===== src/rtl/line_xfer_pkg.sv =====
package line_xfer_pkg;

  typedef enum logic [1:0] {
    ST_IDLE   = 2'd0,
    ST_BURST  = 2'd1,
    ST_SINGLE = 2'd2
  } xfer_state_t;

  localparam logic SZ_LONG = 1'b0;
  localparam logic SZ_LINE = 1'b1;

endpackage


===== src/rtl/lx_seq.sv =====
module lx_seq
  import line_xfer_pkg::*;
#(
  parameter int AW    = 32,
  parameter int DW    = 32,
  parameter int BEATS = 4,
  localparam int IDXW  = $clog2(BEATS),
  localparam int WOFFW = $clog2(DW / 8),
  localparam int OFFW  = IDXW + WOFFW
) (
  input  logic                 clk,
  input  logic                 rst,
  input  logic                 req_valid,
  input  logic                 req_write,
  input  logic [AW-OFFW-1:0]   req_line,
  input  logic                 bus_ack,
  input  logic                 bus_binh,
  output logic [AW-1:0]        bus_addr,
  output logic                 bus_start,
  output logic                 bus_size,
  output logic                 bus_write,
  output logic [IDXW-1:0]      beat_idx,
  output logic                 beat_take,
  output logic                 busy,
  output logic                 rsp_done
);

  xfer_state_t          state_q;
  logic [AW-OFFW-1:0]   line_q;
  logic [IDXW-1:0]      idx_nx;
  logic                 last_beat;
  logic                 first_beat;
  logic [AW-1:0]        step_addr;

  assign busy       = (state_q != ST_IDLE);
  assign beat_take  = busy && bus_ack;
  assign idx_nx     = beat_idx + IDXW'(1);
  assign last_beat  = (beat_idx == IDXW'(BEATS - 1));
  assign first_beat = (beat_idx == '0);
  assign step_addr  = {line_q, idx_nx, {WOFFW{1'b0}}};

  always_ff @(posedge clk) begin
    if (rst) begin
      state_q   <= ST_IDLE;
      line_q    <= '0;
      beat_idx  <= '0;
      bus_addr  <= '0;
      bus_start <= 1'b0;
      bus_size  <= SZ_LINE;
      bus_write <= 1'b0;
      rsp_done  <= 1'b0;
    end else begin
      bus_start <= 1'b0;
      rsp_done  <= 1'b0;
      case (state_q)
        ST_IDLE: begin
          if (req_valid) begin
            line_q    <= req_line;
            bus_addr  <= {req_line, {OFFW{1'b0}}};
            bus_start <= 1'b1;
            bus_size  <= SZ_LINE;
            bus_write <= req_write;
            beat_idx  <= '0;
            state_q   <= ST_BURST;
          end
        end
        ST_BURST: begin
          if (beat_take) begin
            if (first_beat && bus_binh) begin
              state_q   <= ST_SINGLE;
              beat_idx  <= idx_nx;
              bus_start <= 1'b1;
              bus_size  <= SZ_LONG;
              bus_addr  <= step_addr;
            end else if (last_beat) begin
              state_q  <= ST_IDLE;
              rsp_done <= 1'b1;
            end else begin
              beat_idx <= idx_nx;
            end
          end
        end
        ST_SINGLE: begin
          if (beat_take) begin
            if (last_beat) begin
              state_q  <= ST_IDLE;
              rsp_done <= 1'b1;
            end else begin
              beat_idx  <= idx_nx;
              bus_start <= 1'b1;
              bus_addr  <= step_addr;
            end
          end
        end
        default: state_q <= ST_IDLE;
      endcase
    end
  end

  AST_LINE_ADDR_ALIGNED: assert property (@(posedge clk) disable iff (rst)
    (bus_start && bus_size == SZ_LINE) |-> (bus_addr[OFFW-1:0] == '0));

  AST_BURST_NO_READDRESS: assert property (@(posedge clk) disable iff (rst)
    (state_q == ST_BURST && beat_take && !bus_binh) |=> !bus_start);

  AST_SINGLE_NOT_WORD0: assert property (@(posedge clk) disable iff (rst)
    (bus_start && bus_size == SZ_LONG) |-> (bus_addr[OFFW-1:0] != '0));

  AST_LATE_INHIBIT_IGNORED: assert property (@(posedge clk) disable iff (rst)
    (state_q == ST_BURST && !first_beat && beat_take) |=> !bus_start);

  AST_DONE_PULSE: assert property (@(posedge clk) disable iff (rst)
    rsp_done |=> !rsp_done);

endmodule


===== src/rtl/lx_linebuf.sv =====
module lx_linebuf #(
  parameter int DW    = 32,
  parameter int BEATS = 4,
  localparam int IDXW = $clog2(BEATS),
  localparam int LW   = DW * BEATS
) (
  input  logic             clk,
  input  logic             rst,
  input  logic             load,
  input  logic [LW-1:0]    load_line,
  input  logic             beat_take,
  input  logic             bus_write,
  input  logic [IDXW-1:0]  beat_idx,
  input  logic [DW-1:0]    bus_rdata,
  output logic [LW-1:0]    line_flat,
  output logic [DW-1:0]    bus_wdata
);

  for (genvar g = 0; g < BEATS; g++) begin : g_word
    logic [DW-1:0] word_q;
    always_ff @(posedge clk) begin
      if (load) begin
        word_q <= load_line[g*DW +: DW];
      end else if (beat_take && !bus_write && beat_idx == IDXW'(g)) begin
        word_q <= bus_rdata;
      end
    end
    assign line_flat[g*DW +: DW] = word_q;
  end

  assign bus_wdata = line_flat[beat_idx*DW +: DW];

  AST_WRITE_KEEPS_LINE: assert property (@(posedge clk) disable iff (rst)
    (beat_take && bus_write) |=> $stable(line_flat));

endmodule


===== src/rtl/line_burst_master.sv =====
module line_burst_master
  import line_xfer_pkg::*;
#(
  parameter int AW    = 32,
  parameter int DW    = 32,
  parameter int BEATS = 4,
  localparam int LW   = DW * BEATS,
  localparam int OFFW = $clog2(LW / 8),
  localparam int IDXW = $clog2(BEATS)
) (
  input  logic               clk,
  input  logic               rst,
  input  logic               req_valid,
  input  logic               req_write,
  input  logic [AW-OFFW-1:0] req_line,
  input  logic [LW-1:0]      req_wdata,
  output logic [LW-1:0]      rsp_rdata,
  output logic               rsp_done,
  output logic [AW-1:0]      bus_addr,
  output logic               bus_start,
  output logic               bus_size,
  output logic               bus_write,
  output logic [DW-1:0]      bus_wdata,
  input  logic [DW-1:0]      bus_rdata,
  input  logic               bus_ack,
  input  logic               bus_binh
);

  logic            busy;
  logic            beat_take;
  logic [IDXW-1:0] beat_idx;
  logic            load;

  assign load = req_valid && !busy;

  lx_seq #(.AW(AW), .DW(DW), .BEATS(BEATS)) i_seq (
    .clk       (clk),
    .rst       (rst),
    .req_valid (req_valid),
    .req_write (req_write),
    .req_line  (req_line),
    .bus_ack   (bus_ack),
    .bus_binh  (bus_binh),
    .bus_addr  (bus_addr),
    .bus_start (bus_start),
    .bus_size  (bus_size),
    .bus_write (bus_write),
    .beat_idx  (beat_idx),
    .beat_take (beat_take),
    .busy      (busy),
    .rsp_done  (rsp_done)
  );

  lx_linebuf #(.DW(DW), .BEATS(BEATS)) i_buf (
    .clk       (clk),
    .rst       (rst),
    .load      (load),
    .load_line (req_wdata),
    .beat_take (beat_take),
    .bus_write (bus_write),
    .beat_idx  (beat_idx),
    .bus_rdata (bus_rdata),
    .line_flat (rsp_rdata),
    .bus_wdata (bus_wdata)
  );

  AST_BUSY_NO_ACCEPT: assert property (@(posedge clk) disable iff (rst)
    (busy && req_valid) |=> !(bus_start && bus_size == SZ_LINE));

  AST_DONE_AFTER_ACK: assert property (@(posedge clk) disable iff (rst)
    rsp_done |-> $past(bus_ack));

endmodule


===== config.mk =====
export PLATFORM = sky130hd
export DESIGN_NAME = line_burst_master
export DESIGN_NICKNAME = d
export VERILOG_FILES = /design/src/rtl/line_xfer_pkg.sv /design/src/rtl/lx_seq.sv /design/src/rtl/lx_linebuf.sv /design/src/rtl/line_burst_master.sv
export SDC_FILE = /design/constraint.sdc
export NUM_CORES = 1
export LEC_CHECK = 0
export ABC_AREA = 1
export BUFFER_PORTS_ARGS = -buffer_cell sky130_fd_sc_hd__buf_2
export CAP_MARGIN = 20
export CORE_UTILIZATION = 35
export CTS_CLUSTER_DIAMETER = 120
export DETAILED_ROUTE_END_ITERATION = 8
export GPL_ROUTABILITY_DRIVEN = 0
export GPL_TIMING_DRIVEN = 1
export PLACE_DENSITY = 0.72
export SETUP_SLACK_MARGIN = 0.5
export SKIP_CTS_REPAIR_TIMING = 1
export SKIP_LAST_GASP = 1
export SLEW_MARGIN = 20
export SYNTH_ARGS = -nofsm -noshare
export SYNTH_HDL_FRONTEND = slang
export SYNTH_HIERARCHICAL = 1
export SYNTH_SLANG_ARGS = --single-unit

===== constraint.sdc =====
create_clock -name clk -period 10.17 [get_ports clk]
set_clock_uncertainty 0.15 [all_clocks]
set_input_delay 2.034 -clock clk [delete_from_list [all_inputs] [get_ports clk]]
set_output_delay 2.034 -clock clk [all_outputs]
set_load 0.02 [all_outputs]

==> impl_metrics.ini, run 1 <==
[final_layout]
layout_commonest_cell = nand2_1
drive_gt1_share_pct = 27.2
final_nets = 1826
fillers = 2620
layout_common_cells = nand2_1 (727), buf_2 (387), edfxtp_1 (128), nor2_1 (111), inv_1 (79)
syn2layout_area_growth_pct = 29.8
final_cell_area_um2 = 12400

[placed_design]
portBuffers = 387
place_ws_ns = 5.44
dpl.hpwl_um = 22800
place_area_um2 = 11700

[min_path]
min_path_cells = 2
hp-class = reg -> reg

[clock_network]
clk_latency_ns = 0.42
cts.clk_slew.worst_paths_ns = 0.08
cts.sinks = 194
cts_tree = yes
cts_htree_levels = 4
cts_buffers = 17
clk_path_buf_depth = 2
root_buffer = clkbuf_16

[drt]
route.met3.wl_um = 2970
wl_per_cell_um = 16.4
drt-initial-drc-count = 772
drt-total-wl_um = 32400
drc = 0
viasPerCell = 4.80
wl_met2_um = 15900
top_layer = met5
antenna_left = 0
drt-met1-wl_um = 12500
first_pass_iters = 9
num_vias = 9489

[power_and_ir_drop]
power.clock.fraction_pct = 17.1
p_leak_nw = 6.66
comb_power_share_pct = 49.3
ir_drop_v = 0.000172
power_density_nw_per_um2 = 326
internal_power_w = 0.00210
switching_share_pct = 47.8
p_switching_w = 0.00192
pwr-share-seq_pct = 33.7

[synth]
synth_cells = 1271
yosysWarnings = 6
syn_avg_cell_area_um2 = 7.49
synth_cell_types = 26
synth_area_um2 = 9520
yosysSeqAreaShare_pct = 54.3
yosys_register_bits = 194

[sta]
period_share_pct = 45.6
setup_violations = 0
fmax_mhz = 216
setup_slack_ns = 5.53
maxSlewHeadroom_pct = 26.8
drv_slew = 0
hold_violations = 0
fin_crit_ns = 4.64
rsz0062_at_grt = no
fin_hold_ws_ns = 0.340
tns_ns = 0
worstMarginPinSlew_ns = 1.10

[global_routing]
grt_pass1_vias = 8607
antenna_found_initial = 14
grt_use_total_pct = 22.6
grt_max_degree = 96
overflow = 0
grt_pass1_wl_um = 48100

[floorplan]
dieWidth_um = 167
dieArea_um2 = 27900
initial_core_util_pct = 36.1
coreArea_um2 = 26400
rows = 59
ios = 390
die_y_um = 167

[setup_path]
ff2ff_path_depth = 10
crit_type = reg -> out
cp-start-kind = register
worstPathRequired_ns = 7.99
crit_path_max_fanout = 39
critPathArrivalTime_ns = 2.45
crit_path_end_kind = primary output

[flow_run]
drv_cap = 0

[outcome]
status = finished clean
==> worst max-delay path, cell delays in order (launching register included) <==
cell,delay (ns)
dfxtp_2,1.06
clkinv_1,0.16
buf_4,0.35
nand2_1,0.14
nand2_1,0.12
buf_2,0.19
==> kinds of logic after synthesis <==
| kind of cell | count (synthesis) | share of synthesized area [%] |
|---|---|---|
| simple gates | 861 | 34.5 |
| other cells | 1 | 0.0394 |
| fa+ha+maj | 10 | 1.31 |
| buf+inv | 151 | 6.94 |
| compound gates | 54 | 2.89 |
| flops | 194 | 54.3 |
==> final cells by class <==
cell class              count  area (µm²)  share of cell area, %
diodes                      5        12.5                  0.101
flip-flops and latches    194        5170                   41.8
repair buffers            397        2070                   16.8
clock buffers              18         450                   3.64
inverters                  85         319                   2.58
well taps                 335         419                   3.39
clock inverters            14         171                   1.39
multi-input cells         927        3750                   30.3
==> worst paths after layout <==
check | from | endpoint | slack, ns
worst max register to register | i_seq/beat_idx[1] | i_seq/bus_addr[3] | 6.83
worst min register to register | i_seq/line_q[2] | i_seq/line_q[2] | 0.34
worst min-delay path | i_seq/line_q[2] | i_seq/line_q[2] | 0.34
worst max-delay path | i_seq/beat_idx[1] | bus_wdata[10] | 5.53
==> per-layer routing <==
layer	track usage, %	vias to the layer above
li1	-	4614
met1	26.3	4306
met2	39.1	477
met3	6.61	74
met4	8.53	18
met5	0	-
==> power groups by stage <==
| stage | registers (W) | logic [W] | clock network [W] |
|---|---|---|---|
| 2_1_floorplan | 0.00160 | 0.00106 | 0 |
| 3_3_place_gp | 0.00137 | 0.00193 | 0 |
| 3_5_place_dp | 0.00137 | 0.00199 | 0 |
| 4_1_cts | 0.00135 | 0.00200 | 0.000704 |
| 5_1_grt | 0.00138 | 0.00218 | 0.000738 |
| 6_report | 0.00136 | 0.00198 | 0.000688 |
==> flip-flops by register name (all words and copies together) (netlist names) <==
register / cells
i_seq/bus_start: 1
i_seq/rsp_done: 1
i_seq/bus_size: 1
i_seq/beat_idx: 2
i_buf/g_word.word_q: 128
i_seq/state_q: 2
i_seq/bus_addr: 30
i_seq/line_q: 28
i_seq/bus_write: 1
==> cells in the mapped netlist <==
cell type,number,area [µm²]
clkbuf_2,1,5.00
buf_1,2,7.51
nand4_1,12,75.1
o21ai_0,35,175
dfxtp_1,66,1320
conb_1,1,3.75
inv_1,80,300
nand2_1,727,2730
or2_2,1,6.26
a21oi_1,16,80.1
buf_4,8,60.1
inv_2,2,7.51
o211ai_1,1,7.51
clkbuf_1,15,56.3
nor2_1,111,417
buf_2,38,190
buf_6,2,22.5
ha_1,10,125
nand3_2,1,10.0
o22ai_1,2,12.5
edfxtp_1,128,3840
nor3_1,1,5.00
nand3_1,3,15.0
nor2_2,2,12.5
nand2_2,3,18.8
clkinv_1,3,11.3
==> per-stage QoR <==
stage	util [%]	total power (W)	cells
after floorplan	-	0.00266	1272
after global placement	44.2	0.00330	1935
after detailed placement	44.5	0.00336	1938
after CTS	46.8	0.00406	1970
after global routing	46.9	0.00430	1971
final	46.9	0.00403	1975
Note: power is estimated with default switching activity, not from simulation.
==> run 2: changes to the inputs <==
--- a/config.mk
+++ b/config.mk
@@ -13,7 +13,7 @@
 export DETAILED_ROUTE_END_ITERATION = 8
 export GPL_ROUTABILITY_DRIVEN = 0
 export GPL_TIMING_DRIVEN = 1
-export PLACE_DENSITY = 0.72
+export PLACE_DENSITY = 0.75
 export SETUP_SLACK_MARGIN = 0.5
 export SKIP_CTS_REPAIR_TIMING = 1
 export SKIP_LAST_GASP = 1
==> constraint.sdc (replaced) <==
create_clock -name clk -period 3.9 [get_ports clk]
set_clock_uncertainty 0.15 [all_clocks]
set_input_delay 0.78 -clock clk [delete_from_list [all_inputs] [get_ports clk]]
set_output_delay 0.78 -clock clk [all_outputs]
set_load 0.02 [all_outputs]
==> run 2 against run 1 <==
  * Non-clock buffer count up 5
  * Register-to-register slack worse by 5.6 ns
  * Die area unchanged
  * Combinational power rose to 2.7 times the previous value
  * Clock power rose to 2.6 times the previous value
  * Highest routed layer unchanged
  * Largest power group unchanged
  * Routed wire length down 1.0%
  * Sequential cell count unchanged
==> impl_metrics.ini, run 2 (synthesized netlist as in run 1, its figures left out) <==
[setup_path]
slowest_delay_ns = 0.61
critPathLaunch = i_seq/beat_idx[0]
crit_path_max_fanout = 67
cp_common_cell = nand2_1
timing.rr.start = i_seq/state_q[1]
critPathArrivalTime_ns = 2.14
crit_type = reg -> out
cp-start-kind = register
critPathSlowestCell = buf_4
crit_chain = buf_4 > nand2_1 > nand2_1 > nand2_1 > nand2_1 > buf_2
crit_path_end_kind = primary output
worstPathRequired_ns = 2.97

[global_routing]
overflow = 0
antenna_found_initial = 6
grt_max_degree = 69
grt_pass1_wl_um = 48400
grt_use_total_pct = 22.5
grt_pass1_vias = 8775

[clock_network]
cts_buffers = 17
cts_tree = yes
root_buffer = clkbuf_16
cts_htree_levels = 4
cts.clk_slew.worst_paths_ns = 0.07
clk_path_buf_depth = 2
clk_latency_ns = 0.41
cts.sinks = 194

[floorplan]
initial_core_util_pct = 36.1
die_y_um = 167
dieArea_um2 = 27900
ios = 390
coreArea_um2 = 26400
rows = 59
dieWidth_um = 167

[drt]
wl_per_cell_um = 16.2
antenna_left = 0
drt-total-wl_um = 32100
viasPerCell = 4.76
first_pass_iters = 8
drt-initial-drc-count = 905
drc = 0
num_vias = 9414

[final_layout]
top_register = i_buf/g_word.word_q
reg_top3 = i_buf/g_word.word_q (128), i_seq/bus_addr (30), i_seq/line_q (28)
layout_common_cells = nand2_1 (727), buf_2 (387), edfxtp_1 (128), nor2_1 (111), inv_1 (79)
layout_commonest_cell = nand2_1
largest_reg_flops = 128
fillers = 2605
final_nets = 1831
multi_input_area_um2 = 3750
drive_gt1_share_pct = 27.3
syn2layout_area_growth_pct = 29.9
seq_area_um2 = 5170

[sta]
period_share_pct = 78.6
fin_crit_ns = 3.07
hold_violations = 0
fmax_mhz = 326
setup_violations = 0
worstMarginPinSlew_ns = 0.842
tns_ns = 0
fin_hold_ws_ns = 0.338
maxSlewHeadroom_pct = 43.9
rsz0062_at_grt = no
drv_slew = 0

[power_and_ir_drop]
power_density_nw_per_um2 = 854
p_leak_nw = 6.67
ir_drop_v = 0.000391

[flow_run]
drv_cap = 0

[outcome]
status = finished clean

[placed_design]
dpl.hpwl_um = 23300
portBuffers = 387

[min_path]
hp-class = reg -> reg
min_from = i_seq/line_q[0]
==> run 2: cell count changes in the layout (fill, tap and decap cells not counted), sizes merged <==
cell      previous run  this run
buf                397       402
clkinvlp             1         4
diode                5         2
inv                 88        86
clkinv              10         6
bufinv               0         3
==> run 2: final timing paths <==
check / slack, ns / to / depth (start not counted)
setup reg to reg: 1.20 / i_buf/g_word[0].word_q[0] / 8
setup / recovery: 0.83 / bus_wdata[4] / 6
hold reg to reg: 0.34 / i_seq/line_q[0] / 2
hold / removal: 0.34 / i_seq/line_q[0] / 2
==> run 2: power by group <==
group	internal, W	switching (W)	total [W]
Combinational	0.00152	0.00376	0.00527
Sequential	0.00306	0.000395	0.00346
Clock	0.00102	0.000799	0.00182
Total	0.00560	0.00495	0.0106
==> run 2: layout make-up <==
cell class | instances | area share, %
Timing Repair Buffer | 402 | 17.0
Inverter | 85 | 2.58
Clock inverter | 14 | 1.44
Sequential cell | 194 | 41.8
Clock buffer | 18 | 3.47
Tap cell | 335 | 3.39
Antenna cell | 2 | 0.0405
Multi-Input combinational cell | 927 | 30.3
==> run 2: worst max-delay path: cells and delay by family, from the launching register on <==
kind | cells | cell delay [ns]
buf+inv | 2 | 0.77
simple gates | 4 | 0.44
flops | 1 | 0.41
==> run 2: metal layers <==
| layer | GRT usage, % | vias to the layer above | share of wire (%) |
|---|---|---|---|
| met1 | 27.8 | 4261 | 40 |
| li1 | - | 4617 | - |
| met5 | 0 | - | 0.16 |
| met3 | 4.87 | 53 | 7.8 |
| met4 | 6.84 | 10 | 2.4 |
| met2 | 38.9 | 473 | 49 |
==> run 2: stage by stage <==
step	std cells	cell area (µm²)	total power, W	setup slack [ns]	util, %
final	1977	12400	0.0106	0.835	46.9
after CTS	1975	12400	0.0106	0.829	46.9
after detailed placement	1943	11800	0.00879	1.12	44.6
after floorplan	1272	9520	0.00693	-0.0371	-
after global placement	1943	11800	0.00869	1.18	44.6
after global routing	1975	12400	0.0113	0.693	46.9
==> run 3: changes to the inputs <==
==> constraint.sdc (replaced) <==
create_clock -name clk -period 2.7 [get_ports clk]
set_clock_uncertainty 0.15 [all_clocks]
set_input_delay 0.54 -clock clk [delete_from_list [all_inputs] [get_ports clk]]
set_output_delay 0.54 -clock clk [all_outputs]
set_load 0.02 [all_outputs]
==> run 3 against run 2 <==
  * Routed wire length up 2.2%
  * Global-route usage fell by 0.33 points
  * Largest power group unchanged
  * Critical path depth rose by 1
  * Sequential cell count did not move
  * Highest routed layer unchanged
  * Sequential share of layout area is 1.6 points lower
  * Hold slack got worse by 0.17 ns
  * Critical path type unchanged
  * Die area is the same
  * Cell count rose by 1.2%
  * Combinational power increased by 63%
  * Largest cell class unchanged
==> impl_metrics.ini, run 3 (synthesized netlist as in run 1, its figures left out) <==
[floorplan]
dieWidth_um = 167
dieArea_um2 = 27900
rows = 59
die_y_um = 167
initial_core_util_pct = 36.1
ios = 390
coreArea_um2 = 26400

[final_layout]
top_register = i_buf/g_word.word_q
layout_common_cells = nand2_1 (697), buf_2 (367), edfxtp_1 (128), nor2_1 (111), inv_1 (77)
largest_reg_flops = 128
layout_commonest_cell = nand2_1
final_nets = 1852
reg_top3 = i_buf/g_word.word_q (128), i_seq/bus_addr (30), i_seq/line_q (28)
drive_gt1_share_pct = 30.2
stdcell_count = 2001
syn2layout_area_growth_pct = 35.3

[placed_design]
place_ws_ns = 0.423
dp_cells = 1951
portBuffers = 387
dpl.hpwl_um = 22200

[setup_path]
timing.rr.start = i_seq/state_q[0]
worstPathRequired_ns = 2.01
r2r-end = i_buf/g_word[1].word_q[23]
critPathArrivalTime_ns = 1.60
crit_path_max_fanout = 19
r2r_setup_slack_ns = 0.58
critPathLaunch = i_seq/beat_idx[0]
cp-start-kind = register
crit_end = bus_wdata[2]
crit_type = reg -> out
ff2ff_path_depth = 8
crit_path_end_kind = primary output

[sta]
hold_violations = 0
fin_crit_ns = 2.29
fmax_mhz = 437
setup_violations = 0
worstMarginPinSlew_ns = 0.650
drv_slew = 0
maxSlewHeadroom_pct = 56.7
tns_ns = 0
fin_hold_ws_ns = 0.169
period_share_pct = 84.8
rsz0062_at_grt = yes
setup_slack_ns = 0.411

[power_and_ir_drop]
power_density_nw_per_um2 = 1250
power.total_w = 0.0161
ir_drop_v = 0.000453
p_leak_nw = 6.87

[clock_network]
cts.sinks = 194
cts_buffers = 17
cts_tree = yes
root_buffer = clkbuf_16
clk_latency_ns = 0.42
clk_path_buf_depth = 2
cts.clk_slew.worst_paths_ns = 0.07
cts_htree_levels = 4

[drt]
drt-total-wl_um = 32800
num_vias = 9680
antenna_left = 0
viasPerCell = 4.84
first_pass_iters = 7
wl_per_cell_um = 16.4
drc = 0
drt-initial-drc-count = 870

[flow_run]
drv_cap = 0

[outcome]
status = finished clean

[global_routing]
grt_pass1_vias = 8886
grt_max_degree = 65
overflow = 0
grt_pass1_wl_um = 48000
antenna_found_initial = 9
grt_use_total_pct = 22.1

[min_path]
hp-class = in -> reg
[run 3: cell types whose count changed in the layout (fill, tap and decap cells not counted), moves of 12 or more]
cell,change
buf_2,-20
buf_4,+16
buf_6,+12
nand2_1,-30
nand2_2,+24
[run 3: final cells by class]
cell class / instances / area, µm²
fillers: 2537 / 13500
multi-input cells: 927 / 3870
diodes: 5 / 12.5
flip-flops and latches: 194 / 5170
clock buffers: 17 / 425
clock inverters: 15 / 126
well taps: 335 / 419
repair buffers: 423 / 2510
inverters: 85 / 342
[run 3: how the worst min path moves through the flow]
| stage | slack, ns | to | from | depth (start not counted) |
|---|---|---|---|---|
| final | 0.17 | i_seq/state_q[0] | rst | 2 |
| after global routing | 0.15 | i_seq/state_q[0] | rst | 2 |
| after CTS | 0.14 | i_seq/state_q[0] | rst | 2 |
| after detailed placement | 0.32 | i_seq/bus_size | i_seq/bus_size | 2 |
| after global placement | 0.31 | i_seq/bus_size | i_seq/bus_size | 2 |
| after floorplan | 0.30 | i_seq/line_q[10] | i_seq/line_q[10] | 2 |
[run 3: through the flow]
stage / area (µm²) / util (%)
floorplan: 9570 / -
global placement: 11800 / 44.8
detailed placement: 11800 / 44.8
CTS: 12300 / 46.8
global route: 12900 / 48.8
finish: 12900 / 48.9
[run 3: worst max-delay path: stages, from the launching register on]
cell and delay, ns:
dfxtp_4 0.45, clkinv_8 0.12, buf_12 0.17, nand2_1 0.08
nand2_1 0.05, nand2_1 0.05, nand2_1 0.08, buf_2 0.16
[run 3: metal layers]
layer  vias to the layer above  global-route usage (%)  part of all wire [%]
met4                         8                    6.96                   2.5
met2                       497                    38.3                    49
met1                      4443                    26.8                    39
met3                        63                    5.80                   8.8
li1                       4669                       -                     -
met5                         -                       0                  0.13
[run 3: power breakdown]
part | switching (W) | internal, W | total (W)
Sequential | 0.000627 | 0.00443 | 0.00506
Clock | 0.00122 | 0.00121 | 0.00243
Combinational | 0.00569 | 0.00291 | 0.00860
